[src/rtl/pstate_pkg.sv]
package pstate_pkg;

  typedef enum logic [2:0] {
    PS_NORM = 3'd0,
    PS_RST  = 3'd1,
    PS_EXC  = 3'd2,
    PS_WAIT = 3'd3,
    PS_STOP = 3'd4,
    PS_DBG  = 3'd5
  } pstate_e;

  typedef struct packed {
    logic core;
    logic irq;
    logic periph;
    logic emu;
  } pgate_t;

  function automatic pgate_t gates_of(input pstate_e s);
    pgate_t g;
    case (s)
      PS_NORM, PS_EXC: g = '{core: 1'b1, irq: 1'b1, periph: 1'b1, emu: 1'b0};
      PS_WAIT:         g = '{core: 1'b0, irq: 1'b1, periph: 1'b1, emu: 1'b0};
      PS_DBG:          g = '{core: 1'b0, irq: 1'b1, periph: 1'b1, emu: 1'b1};
      default:         g = '0;
    endcase
    return g;
  endfunction

endpackage

[src/rtl/pstate_next.sv]
module pstate_next
  import pstate_pkg::*;
(
  input  pstate_e cur,
  input  logic    dbg_active,
  input  logic    dbg_req,
  input  logic    dbg_rel,
  input  logic    wait_stb,
  input  logic    stop_stb,
  input  logic    irq_pend,
  input  logic    wake,
  output pstate_e nxt,
  output logic    enter_exc
);

  always_comb begin
    nxt = cur;
    case (cur)
      PS_RST: nxt = dbg_active ? PS_DBG : PS_NORM;
      PS_NORM: begin
        if (dbg_req)       nxt = PS_DBG;
        else if (irq_pend) nxt = PS_EXC;
        else if (stop_stb) nxt = PS_STOP;
        else if (wait_stb) nxt = PS_WAIT;
      end
      PS_WAIT: begin
        if (dbg_req)       nxt = PS_DBG;
        else if (irq_pend) nxt = PS_EXC;
      end
      PS_EXC:  nxt = dbg_req ? PS_DBG : PS_NORM;
      PS_STOP: if (wake) nxt = PS_NORM;
      PS_DBG:  if (dbg_rel) nxt = PS_NORM;
      default: nxt = PS_RST;
    endcase
  end

  assign enter_exc = (nxt == PS_EXC) && (cur != PS_EXC);

endmodule

[src/rtl/pstate_outdec.sv]
module pstate_outdec
  import pstate_pkg::*;
#(
  parameter int ADDR_W = 16
) (
  input  pstate_e           cur,
  input  logic [ADDR_W-1:0] vec_q,
  output logic              core_clk_en,
  output logic              irq_logic_en,
  output logic              periph_en,
  output logic              emu_en,
  output logic [ADDR_W-1:0] vec_addr
);

  pgate_t g;

  always_comb g = gates_of(cur);

  assign core_clk_en  = g.core;
  assign irq_logic_en = g.irq;
  assign periph_en    = g.periph;
  assign emu_en       = g.emu;
  assign vec_addr     = (cur == PS_EXC) ? vec_q : '0;

endmodule

[src/rtl/pstate_ctrl.sv]
module pstate_ctrl
  import pstate_pkg::*;
#(
  parameter int                VEC_W    = 6,
  parameter int                ADDR_W   = 16,
  parameter logic [ADDR_W-1:0] VEC_BASE = 16'h0080
) (
  input  logic              clk,
  input  logic              rst_n,
  input  logic              dbg_active,
  input  logic              dbg_req,
  input  logic              dbg_rel,
  input  logic              wait_stb,
  input  logic              stop_stb,
  input  logic              irq_pend,
  input  logic [VEC_W-1:0]  irq_vec,
  input  logic              wake,
  output logic [2:0]        state_o,
  output logic              core_clk_en,
  output logic              irq_logic_en,
  output logic              periph_en,
  output logic              first_fetch,
  output logic [ADDR_W-1:0] vec_addr,
  output logic              emu_en
);

  function automatic logic [ADDR_W-1:0] vec_of(input logic [VEC_W-1:0] idx);
    return VEC_BASE + (ADDR_W'(idx) << 1);
  endfunction

  pstate_e           state_q;
  pstate_e           nxt_state;
  logic              enter_exc;
  logic              leave_reset;
  logic              ff_q;
  logic [ADDR_W-1:0] vec_q;

  pstate_next u_next (
    .cur        (state_q),
    .dbg_active (dbg_active),
    .dbg_req    (dbg_req),
    .dbg_rel    (dbg_rel),
    .wait_stb   (wait_stb),
    .stop_stb   (stop_stb),
    .irq_pend   (irq_pend),
    .wake       (wake),
    .nxt        (nxt_state),
    .enter_exc  (enter_exc)
  );

  assign leave_reset = (state_q == PS_RST);

  always_ff @(posedge clk or negedge rst_n) begin
    if (!rst_n) begin
      state_q <= PS_RST;
      ff_q    <= 1'b0;
      vec_q   <= '0;
    end else begin
      state_q <= nxt_state;
      ff_q    <= leave_reset;
      if (enter_exc) vec_q <= vec_of(irq_vec);
    end
  end

  pstate_outdec #(.ADDR_W(ADDR_W)) u_dec (
    .cur          (state_q),
    .vec_q        (vec_q),
    .core_clk_en  (core_clk_en),
    .irq_logic_en (irq_logic_en),
    .periph_en    (periph_en),
    .emu_en       (emu_en),
    .vec_addr     (vec_addr)
  );

  assign state_o     = state_q;
  assign first_fetch = ff_q;

endmodule

[config.mk]
export PLATFORM = sky130hd
export DESIGN_NAME = pstate_ctrl
export DESIGN_NICKNAME = d
export VERILOG_FILES = /design/src/rtl/pstate_pkg.sv /design/src/rtl/pstate_next.sv /design/src/rtl/pstate_outdec.sv /design/src/rtl/pstate_ctrl.sv
export SDC_FILE = /design/constraint.sdc
export NUM_CORES = 1
export LEC_CHECK = 0
export ABC_CLOCK_PERIOD_IN_PS = 1600
export BUFFER_PORTS_ARGS = -buffer_cell sky130_fd_sc_hd__buf_2
export CAP_MARGIN = 30
export CORE_MARGIN = 2
export CORE_UTILIZATION = 40
export CTS_BUF_LIST = sky130_fd_sc_hd__clkbuf_8
export DETAILED_ROUTE_END_ITERATION = 16
export PLACE_DENSITY_LB_ADDON = 0.3
export SLEW_MARGIN = 20
export SYNTH_ARGS = -nofsm -noshare
export SYNTH_HDL_FRONTEND = slang
export SYNTH_SLANG_ARGS = --single-unit
export TNS_END_PERCENT = 20
[constraint.sdc]
create_clock -name clk -period 1.6 [get_ports clk]
set_input_delay 0.08 -clock clk [delete_from_list [all_inputs] [get_ports clk]]
set_output_delay 0.08 -clock clk [all_outputs]
set_load 0.01 [all_outputs]
==> out/results.tsv <==
stage	metric	value	unit
detailed_routing	dr.pass1.iters	4	
flow_run	maxCapViolCount	0	
worst_hold_path	worstHoldPathType	in -> reg	
global_routing	antenna_found_initial	0	
placed_design	hpwl	1008	um
synth	synth-seq-cells	11	
global_routing	grt_max_degree	12	
detailed_routing	via_count	562	
synth	yosys_warnings	0	
timing	slew_viol_final	0	
synth	avgSynthCellArea	11.24	sq um
timing	max_freq	593.9	MHz
critical_path	crit_fanout	7	
timing	worst_hold_slack	0.07631	ns
floorplanning	rows	15	
finish	diodes	0	
global_routing	grt.total_usage	13.01	%
critical_path	cp.arrival	1.80	ns
synth	synth_cell_types	28	
critical_path	start_kind	flip-flop	
timing	final_hold_viol_count	0	
clock_tree	cts_num_sinks	11	
synth	ys_seq_area_share	39.05	%
power	total_power	1.737	mW
finish	layout_common_cells	buf_2 (29), conb_1 (9), dfrtp_1 (9)	
detailed_routing	drc_errors	0	
outcome	status	finished, violations left	
clock_tree	clk_latency	0.23	ns
clock_tree	root_buffer	clkbuf_8	
clock_tree	h-tree-depth	1	
detailed_routing	first_iter_violations	5	
critical_path	end_kind	flip-flop	
floorplanning	dieWidth	46.08	um
synth	netlist_instances	63	
global_routing	grt_pass1_wl	1904	um
timing	setup_viol_count_final	6	
timing	fin_skew	0.001833	ns
floorplanning	die-area	0.002123	sq mm
power	p_per_area	1798	mW/mm^2
placed_design	io_buffers	29	
clock_tree	cts_buffer_depth	2	
detailed_routing	wl_per_cell	11.33	um
outcome	violations	negative setup slack	
finish	area_delta_synth_final	36.40	%
clock_tree	clk_pin_slew	0.05	ns
floorplanning	coreArea	0.001689	sq mm
critical_path	required	1.72	ns
timing	fin_crit	1.684	ns
clock_tree	cts_setup_buffers	0	
placed_design	gp_congestion	0.7387	
global_routing	grt-ovfl-total	0	
power	p_leak	0.5321	nW
finish	nets	116	
finish	final_common_cell	buf_2	
timing	fin_ws	-0.08386	ns
clock_tree	cts_buffers	3	
floorplanning	die-height	46.08	um
global_routing	grt_pass1_vias	458	
power	ir_worst_vdd	0.9680	mV
timing	rsz0062_at_grt	true	
synth	synth_area	708.2	sq um
finish	drive_gt1_share	58.00	%
floorplanning	start_util	41.93	%
timing	min_period_over_period	105.2	%
clock_tree	tritoncts	built	
detailed_routing	vias_per_cell	4.803	
floorplanning	io_pins	39	
detailed_routing	postRouteAntennaNets	0	
detailed_routing	drt_wl_total	1326	um
critical_path	crit_type	reg -> reg	
state kept, by name (all words and copies together), names as in the netlist:
name,cells
vec_q,7
state_o,3
first_fetch,1
per-layer routing:
layer	GRT usage (%)	vias to the layer above	wire, um
met2	20.28	23	679
li1	-	270	-
met1	16.30	269	554
met4	1.714	0	0
met3	7.059	0	92
met5	0	-	0
cells in the mapped netlist:
master	number	area share, %
o21ai_2	1	1.2
and3_1	7	6.2
buf_6	1	1.6
o21ai_1	1	0.71
nor2_1	2	1.1
xnor2_1	1	1.2
dfstp_2	1	3.7
conb_1	1	0.53
a2bb2oi_2	1	2.1
nor3_1	1	0.71
nand2b_1	2	1.8
mux2_4	6	13
nor2b_4	1	1.9
nor3_2	1	1.4
nand3b_1	1	1.1
and2_1	1	0.88
o311ai_0	1	1.2
inv_1	1	0.53
o21ai_0	1	0.71
a211oi_4	1	2.8
buf_2	1	0.71
o211ai_4	1	3.0
nor2b_1	3	2.7
nor2_2	1	0.88
nand2_1	3	1.6
a22oi_1	1	1.1
dfrtp_1	10	35
buf_4	10	11
power by group:
part | total, mW | switching, mW | internal [mW] | leakage (nW)
combinational | 0.929 | 0.406 | 0.523 | 0.376
clock | 0.261 | 0.0934 | 0.167 | 0.0269
sequential | 0.547 | 0.124 | 0.423 | 0.129
cells by family (layout without fill, tap and decap cells):
kind of cell	count (synthesis)	in the layout	share of synthesized area [%]
AND/OR/NAND/NOR	23	23	20.14
buffers and inverters	13	42	13.43
flip-flops	11	11	39.05
AO/OA/AOI/OAI	8	8	12.90
multiplexers	6	6	12.72
other	1	9	0.5295
XOR/XNOR	1	1	1.237
worst max-delay path, stage by stage (launching register included):
cell	delay (ns)
dfstp_2	0.59
nor2b_4	0.20
a22oi_2	0.08
a2bb2oi_4	0.17
o211ai_4	0.08
buf_12	0.15
mux2_4	0.30
per-stage QoR:
step	worst slack, ns	instance area [sq um]	utilization, %	setup TNS (ns)	instances
2_1_floorplan	-0.04607	745.7	-	-0.2764	71
3_3_place_gp	-0.08286	885.9	52.44	-0.4706	112
3_5_place_dp	-0.09273	885.9	52.44	-0.5224	112
4_1_cts	-0.08981	945.9	56.00	-0.5153	117
5_1_grt	-0.1649	965.9	57.19	-0.9511	117
6_report	-0.08386	965.9	57.19	-0.4791	117
worst paths after layout:
path	slack, ns	cells past startpoint	from	end
max in group asynchronous	1.10	2	rst_n	state_o[0]$_DFF_PN1_
hold reg to reg	0.45	1	vec_q[7]$_DFFE_PN0P_	vec_q[7]$_DFFE_PN0P_
setup reg to reg	-0.08	6	state_o[0]$_DFF_PN1_	vec_q[4]$_DFFE_PN0P_
min in group asynchronous	0.24	2	rst_n	first_fetch$_DFF_PN0_
hold / removal	0.08	2	irq_vec[2]	vec_q[3]$_DFFE_PN0P_
setup / recovery	-0.08	6	state_o[0]$_DFF_PN1_	vec_q[4]$_DFFE_PN0P_
layout make-up:
cell class | instances | area, sq um
fill | 157 | 723.2
timing repair buffer | 37 | 220.2
multi-input combinational | 47 | 397.9
clock buffer | 3 | 41.29
sequential | 11 | 277.8
clock inverter | 1 | 3.754
tap | 17 | 21.27
inverter | 1 | 3.754
timing repair:
action	4_1_cts	5_1_grt
pin swaps	0	3
endpoints found under the setup margin	6	6
hold buffers	1	0
endpoints found under the hold margin	11	0
gates resized for setup	1	4
No activity file was read; power rests on OpenSTA's default activity.
